File: config.mk
export PLATFORM = sky130hd
export DESIGN_NAME = serial_cmd_latch
export DESIGN_NICKNAME = d
export VERILOG_FILES = /design/src/rtl/sclatch_pkg.sv /design/src/rtl/sclatch_sync.sv /design/src/rtl/sclatch_edges.sv /design/src/rtl/sclatch_shift.sv /design/src/rtl/sclatch_commit.sv /design/src/rtl/serial_cmd_latch.sv
export SDC_FILE = /design/constraint.sdc
export NUM_CORES = 1
export LEC_CHECK = 0
export BUFFER_PORTS_ARGS = -buffer_cell sky130_fd_sc_hd__buf_2
export CAP_MARGIN = 5
export CORE_UTILIZATION = 32
export CTS_BUF_LIST = sky130_fd_sc_hd__clkbuf_8 sky130_fd_sc_hd__clkbuf_16
export DETAILED_ROUTE_END_ITERATION = 12
export PLACE_DENSITY = 0.61
export SETUP_SLACK_MARGIN = 0.5
export SLEW_MARGIN = 20
export SYNTH_ARGS = -nofsm -noshare
export SYNTH_HDL_FRONTEND = slang
export SYNTH_SLANG_ARGS = --single-unit
File: constraint.sdc
create_clock -name clk -period 1.7 [get_ports clk]
set_clock_uncertainty 0.1 [all_clocks]
set_input_delay 0.085 -clock clk [delete_from_list [all_inputs] [get_ports clk]]
set_output_delay 0.085 -clock clk [all_outputs]
set_load 0.02 [all_outputs]
File: src/rtl/sclatch_pkg.sv
package sclatch_pkg;
  localparam int DEF_CMD_W  = 8;
  localparam int DEF_SYNC_N = 2;

  // width of a counter that must reach the value n
  function automatic int cnt_bits(input int n);
    return $clog2(n + 1);
  endfunction
endpackage

File: src/rtl/sclatch_sync.sv
// Multi-stage synchronizer for a small bundle of asynchronous inputs.
module sclatch_sync #(
  parameter int               W       = 3,
  parameter int               STAGES  = 2,
  parameter logic [W-1:0]     RST_VAL = '0
) (
  input  logic         clk,
  input  logic         rst,
  input  logic [W-1:0] din,
  output logic [W-1:0] dout
);
  logic [W-1:0] pipe [STAGES];

  for (genvar s = 0; s < STAGES; s++) begin : g_stage
    if (s == 0) begin : g_first
      always_ff @(posedge clk) begin
        if (rst) pipe[s] <= RST_VAL;
        else     pipe[s] <= din;
      end
    end else begin : g_next
      always_ff @(posedge clk) begin
        if (rst) pipe[s] <= RST_VAL;
        else     pipe[s] <= pipe[s-1];
      end
    end
  end

  assign dout = pipe[STAGES-1];
endmodule

File: src/rtl/sclatch_edges.sv
// Edge detection on the synchronized serial clock and enable.
module sclatch_edges (
  input  logic clk,
  input  logic rst,
  input  logic sclk_lvl,
  input  logic en_n_lvl,
  output logic sclk_rise,
  output logic en_fall,
  output logic en_rise
);
  logic sclk_q, en_n_q;

  always_ff @(posedge clk) begin
    if (rst) begin
      sclk_q <= 1'b0;
      en_n_q <= 1'b1;
    end else begin
      sclk_q <= sclk_lvl;
      en_n_q <= en_n_lvl;
    end
  end

  assign sclk_rise = sclk_lvl & ~sclk_q;
  assign en_fall   = ~en_n_lvl & en_n_q;   // enable asserted (goes low)
  assign en_rise   = en_n_lvl & ~en_n_q;   // enable released (goes high)
endmodule

File: src/rtl/sclatch_shift.sv
// Shift register with a bit counter that saturates at CMD_W.
module sclatch_shift #(
  parameter int CMD_W = 8,
  parameter int CNT_W = 4
) (
  input  logic             clk,
  input  logic             rst,
  input  logic             en_low,
  input  logic             en_fall,
  input  logic             sclk_rise,
  input  logic             dat,
  output logic [CMD_W-1:0] shreg,
  output logic             cnt_full
);
  logic [CNT_W-1:0] cnt;
  logic             take;

  assign cnt_full = (cnt == CNT_W'(CMD_W));
  // a fresh frame always accepts its first bit, even if the old count was full
  assign take = en_low & sclk_rise & (en_fall | ~cnt_full);

  always_ff @(posedge clk) begin
    if (rst) begin
      cnt   <= '0;
      shreg <= '0;
    end else begin
      if (take) shreg <= {shreg[CMD_W-2:0], dat};
      if (en_fall)   cnt <= take ? CNT_W'(1) : '0;
      else if (take) cnt <= cnt + 1'b1;
    end
  end
endmodule

File: src/rtl/sclatch_commit.sv
// Output register: loads a complete frame on enable release.
module sclatch_commit #(
  parameter int CMD_W = 8
) (
  input  logic             clk,
  input  logic             rst,
  input  logic             en_rise,
  input  logic             cnt_full,
  input  logic [CMD_W-1:0] shreg,
  output logic [CMD_W-1:0] cmd_word,
  output logic             cmd_vld
);
  always_ff @(posedge clk) begin
    if (rst) begin
      cmd_word <= '0;
      cmd_vld  <= 1'b0;
    end else begin
      cmd_vld <= en_rise & cnt_full;
      if (en_rise & cnt_full) cmd_word <= shreg;
    end
  end
endmodule

File: src/rtl/serial_cmd_latch.sv
module serial_cmd_latch #(
  parameter int CMD_W  = sclatch_pkg::DEF_CMD_W,
  parameter int SYNC_N = sclatch_pkg::DEF_SYNC_N
) (
  input  logic             clk,
  input  logic             rst,
  input  logic             ser_clk,
  input  logic             ser_dat,
  input  logic             ser_en_n,
  output logic [CMD_W-1:0] cmd_word,
  output logic             cmd_vld
);
  localparam int         CNT_W = sclatch_pkg::cnt_bits(CMD_W);
  localparam logic [2:0] IDLE  = 3'b100;   // {en_n, dat, clk} at rest

  logic [2:0]       raw, lvl;
  logic             sclk_rise, en_fall, en_rise, cnt_full;
  logic [CMD_W-1:0] shreg;

  assign raw = {ser_en_n, ser_dat, ser_clk};

  sclatch_sync #(.W(3), .STAGES(SYNC_N), .RST_VAL(IDLE)) u_sync (
    .clk(clk), .rst(rst), .din(raw), .dout(lvl)
  );

  sclatch_edges u_edges (
    .clk(clk), .rst(rst), .sclk_lvl(lvl[0]), .en_n_lvl(lvl[2]),
    .sclk_rise(sclk_rise), .en_fall(en_fall), .en_rise(en_rise)
  );

  sclatch_shift #(.CMD_W(CMD_W), .CNT_W(CNT_W)) u_shift (
    .clk(clk), .rst(rst), .en_low(~lvl[2]), .en_fall(en_fall),
    .sclk_rise(sclk_rise), .dat(lvl[1]), .shreg(shreg), .cnt_full(cnt_full)
  );

  sclatch_commit #(.CMD_W(CMD_W)) u_commit (
    .clk(clk), .rst(rst), .en_rise(en_rise), .cnt_full(cnt_full),
    .shreg(shreg), .cmd_word(cmd_word), .cmd_vld(cmd_vld)
  );
endmodule

* Word level (Yosys, flattened, before mapping) *
Memory sizes are Yosys's and may differ from the RTL's.
Index checks and enable logic that the tools add are counted.

operators by class
  add/subtract/negate cells = 1
  muxes and demuxes = 8
  bitwise gates (word level) = 13
  equality and inequality tests = 1
  reductions and logical operators = 1

operators with widths
  cell                                          count
  two-way mux 4 bit                             2
  bitwise AND 1 bit                             6
  two-way mux 3 bit                             2
  adder 4 x 1 -> 4 bit (second input constant)  1
  equality test 4 bit (second input constant)   1
  two-way mux 1 bit                             4
  inverter 1 bit                                4
  OR 1 bit                                      3
  nonzero test 2 bit                            1

word-level totals
  bits of input ports = 5
  bits in registers = 23
  bits in writable memories = 6
  output and inout bits = 9
  memories = 1

memories
  memory       depth  bits a word  rd ports  clocked after Yosys merged registers in  wr ports  RTL line            text
  u_sync.pipe  2      3            2         0                                        2         sclatch_sync.sv:12  logic [W-1:0] pipe [STAGES];

* Longest topological paths before layout *
An unclocked memory read counts as a cell.

  depth after elaboration = 7
  mapped depth = 6
  depth with buffers taken out = 5

* Modules after synthesis *
Synthesis repeated with hierarchy kept, for this count alone.

unflattened totals
  cell total of the unflattened synthesis = 118
  area total of the unflattened synthesis = 1192.4 µm²

by module, submodules not included
  module            seq. area each (µm²)  times used  area an instance (µm²)  cells each
  sclatch_shift     240.2                 1           561.8                   58
  sclatch_commit    180.2                 1           396.6                   40
  sclatch_sync      120.1                 1           157.7                   12
  sclatch_edges     40.0                  1           72.6                    7
  serial_cmd_latch  0.0                   1           3.8                     1

* Worst setup path after synthesis *
OpenSTA, ideal clock, no wires.

  path kind = register to register
  start = reg u_shift.cnt[0]
  end = reg u_commit.cmd_word[0]
  data required time = 1477 ps
  slack = 207 ps
  period minus slack after synthesis = 1493 ps
  stages on the path, launching flop included = 7
  library setup time = 123 ps
  arrival time = 1270 ps
  cell sequence = dfxtp_1 -> inv_1 -> ha_1 -> and4bb_2 -> and2_1 -> clkbuf_1 -> mux2i_1

between the ends
  longest elaborated chain between the ends = 2

ends and longest elaborated chain
  what                    RTL line              text
  from (decl)             sclatch_shift.sv:15   logic [CNT_W-1:0] cnt;
  from (signal assigned)  sclatch_shift.sv:28   if (en_fall) cnt <= take ? CNT_W'(1) : '0;
  from (signal assigned)  sclatch_shift.sv:29   else if (take) cnt <= cnt + 1'b1;
  equality test 4 bit     sclatch_shift.sv:18   assign cnt_full = (cnt == CNT_W'(CMD_W));
  bitwise AND 1 bit       sclatch_commit.sv:19  if (en_rise & cnt_full) cmd_word <= shreg;
  to (signal assigned)    sclatch_commit.sv:19
  to (decl)               sclatch_commit.sv:10  output logic [CMD_W-1:0] cmd_word,

Every way passes these cells.
A chain may end at the register's enable or synchronous reset.

* Worst setup path after layout *
  start = reg u_shift.cnt[1]
  end = reg u_shift.shreg[5]

between the ends
  longest elaborated chain between the ends = 4

ends and longest elaborated chain
  what                  RTL line             text
  equality test 4 bit   sclatch_shift.sv:18
  inverter 1 bit        sclatch_shift.sv:20  assign take = en_low & sclk_rise & (en_fall | ~cnt_full);
  OR 1 bit              sclatch_shift.sv:20
  bitwise AND 1 bit     sclatch_shift.sv:20
  to (signal assigned)  sclatch_shift.sv:27  if (take) shreg <= {shreg[CMD_W-2:0], dat};
  to (decl)             sclatch_shift.sv:12  output logic [CMD_W-1:0] shreg,

Every way passes these cells.

==> summary.md <==
| Metric | Value |
|---|---|
| Sum Neg Setup Slack | `0 ns` |
| CP Buf/Inv Count | `2` |
| Critical path capture point type | `register` |
| Worst Path Max Fanout | `8` |
| PortBufs | `13` |
| Crit-path max cell delay | `0.34 ns` |
| Crit Path Class | `register to register` |
| Period utilisation layout | `82.6%` |
| Clock-pin transition on the worst setup and hold timing paths | `0.07 ns` |
| Core area | `3340 µm²` |
| Family with the most delay on the worst path | `simple AND/OR/NAND/NOR gates` |
| Multi-input gate area | `537 µm²` |
| HP Class | `input port to register` |
| Post-DP Area | `1240 µm²` |
| Max Cap Viol | `0` |
| Via count | `just under 800` |
| Total grt overflow | `0` |
| DIE HEIGHT | `61.2 µm` |
| RSZ-0062 raised after global routing | `true` |
| Fillers | `328` |
| Hold violation count in the final report | `0` |
| DR iter-0 viols | `37` |
| Leakage | `0.000585 µW` |
| Fin. max-slew vios | `0` |
| FF+latch count, synth | `29` |
| Post-synthesis area per instance | `10.6 µm²` |
| Setup-failing EPs final | `0` |
| WL per Instance | `10.4 µm` |
| Final Cell Area | `1480 µm²` |
| Vias in the first global route | `roughly 770` |
| RD Place Congestion | `0.798` |
| Worst slew pin tran | `0.371 ns` |
| Synth area leader | `dfxtp_1` |
| Final ANT Viol Nets | `0` |
| Die Width | `a little over 60 µm` |
| Hpwl dp | `1190 µm` |
| Remaining DRCs | `0` |
| Sequential area share after synthesis | `51.8%` |
| Drt pass-1 iters | `4` |
| Synth warn | `0` |
| WP data arrival | `1.51 ns` |
| CTS tree | `yes` |
| Worst-path cell chain | `inv_2, ha_4, and4bb_2, nor2_4, buf_12, mux2i_1` |
| Maximum clock frequency | `712 MHz` |
| Synth area leaders | `dfxtp_1 52%, mux2i_1 14%, nand2b_1 11%, nor2b_1 2.8%, a21oi_1 2.2%` |
| Ys async rst share | `0%` |
| Min Tclk post-route | `around 1.4 ns` |
| Number of cells produced by synthesis | `106` |
| Clk sink count | `29` |
| Vias per cell | `4.44` |
| Max-Slew Margin vs Limit | `75.3%` |
| CP startpoint kind | `register` |
| Most used DFF post-synth | `dfxtp_1` |
| Row count | `21` |
| CTS HTree Levels | `2` |
| Final core occ | `44.3%` |
| Most frequent cells in the layout | `24 x dfxtp_1, 19 x nand2b_1, 16 x mux2i_1, 13 x buf_2, 7 x buf_4` |
| Initial Utilization | `around a third` |
| Longest Clk Path Bufs | `2` |
| Outcome | `complete, no violations` |
| Largest net degree at the start of global routing | `29` |
| I/O pin count | `14` |
| Fin cells | `around 180` |
| Critical path's slowest cell | `dfxtp_2` |
| Fin nets | `139` |
| Worst VDD drop | `429 µV` |
| Syn Nets | `approximately 110` |
| Post-Syn Area | `1120 µm²` |
| Worst EP required | `about 1.8 ns` |
| Commonest non-fill, non-tap cell in the layout | `dfxtp_1` |
| Ratio of cells with drive above 1 in the final layout | `35.3%` |
| Area fraction of the dominant cell type after synthesis | `51.8%` |
| Number of buffers created by CTS | `5` |
| First-pass GRT wire length | `3200 µm` |
| WL final | `1870 µm` |
| All-Layer GR Usage | `12.1%` |
| Library cells used by synthesis | `25` |
| Ant diodes | `0` |
| CTS Root Cell | `clkbuf_8` |
| Number of synthesized flops with an enable pin | `0` |
| Pwr per Cell Area | `977 nW/µm²` |
| Initial antenna violation count | `0` |
| Post-Place Cells | `160` |
| Area grow syn2layout | `31.8%` |
| Die area | `3740 µm²` |
| Reg area | `589 µm²` |
| Clk_lat worst skew | `0.28 ns` |
## cells by family after synthesis
logic type               synth area share (%)
AO/OA/AOI/OAI                            4.80
adder cells (fa/ha/maj)                  2.23
buffers and inverters                    2.79
flip-flops                               51.8
multiplexers                             14.3
AND/OR/NAND/NOR                          24.1
## report_power, final
group	internal [µW]	switching (µW)	leakage, µW
registers	687	4.01	0.000237
clock network	438	272	0.0000543
logic	26.6	16.6	0.000293
## worst paths after layout
kind                                   end                         start  depth (start not counted)  slack [ns]
max          u_shift.shreg[5]$_SDFFE_PP0P_   u_shift.cnt[1]$_SDFFE_PP0P_                          6        0.30
min           u_sync.pipe[0][0]$_SDFF_PP0_                           rst                          2        0.11
max reg2reg  u_shift.shreg[5]$_SDFFE_PP0P_   u_shift.cnt[1]$_SDFFE_PP0P_                          6        0.30
min reg2reg   u_sync.pipe[1][2]$_SDFF_PP1_  u_sync.pipe[0][2]$_SDFF_PP1_                          1        0.31
## layer usage
layer / share of wire (%) / vias to the layer above / GRT usage, %
li1: - / 404 / -
met1: 47 / 370 / 14.1
met2: 49 / 17 / 18.6
met3: 2.9 / 3 / 3.15
met4: 1.1 / 0 / 10.1
met5: 0 / - / 0
## flip-flops by register name (all words and copies together), names as in the netlist
signal             count
u_commit.cmd_word      8
u_shift.shreg          8
u_sync.pipe            6
u_shift.cnt            4
u_commit.cmd_vld       1
u_edges.en_n_q         1
u_edges.sclk_q         1
## through the flow
step	setup slack (ns)	total power, µW	hold slack (ns)
3_3_place_gp	0.197	740	0.168
4_1_cts	0.298	1460	0.108
2_1_floorplan	0.272	733	0.0888
3_5_place_dp	0.157	740	0.173
5_1_grt	0.250	1500	0.140
6_report	0.295	1440	0.109
## synthesized netlist by cell type, drive strengths merged (2+ instances only)
| cell | instances |
|---|---|
| o21ai | 3 |
| dfxtp | 29 |
| nor2 | 2 |
| a21oi | 5 |
| mux2i | 16 |
| clkbuf | 4 |
| nor2b | 5 |
| or2 | 3 |
| nand2b | 19 |
| ha | 2 |
| inv | 3 |
| nand3 | 3 |
## layout make-up
class,instances,area share [%]
well taps,46,3.89
clock inverters,3,3.13
multi-input cells,69,36.3
flip-flops and latches,29,39.9
repair buffers,24,11.3
clock buffers,5,4.66
inverters,3,0.762
## what timing repair did
action,in CTS,in global routing
setup endpoints to repair,21,21
buffers inserted,7,1
hold buffers,3,0
gates cloned,0,0
resized for setup,3,7
pin swaps,3,2
endpoints found under the hold margin,3,0
Note: power is estimated with default switching activity, not from simulation.
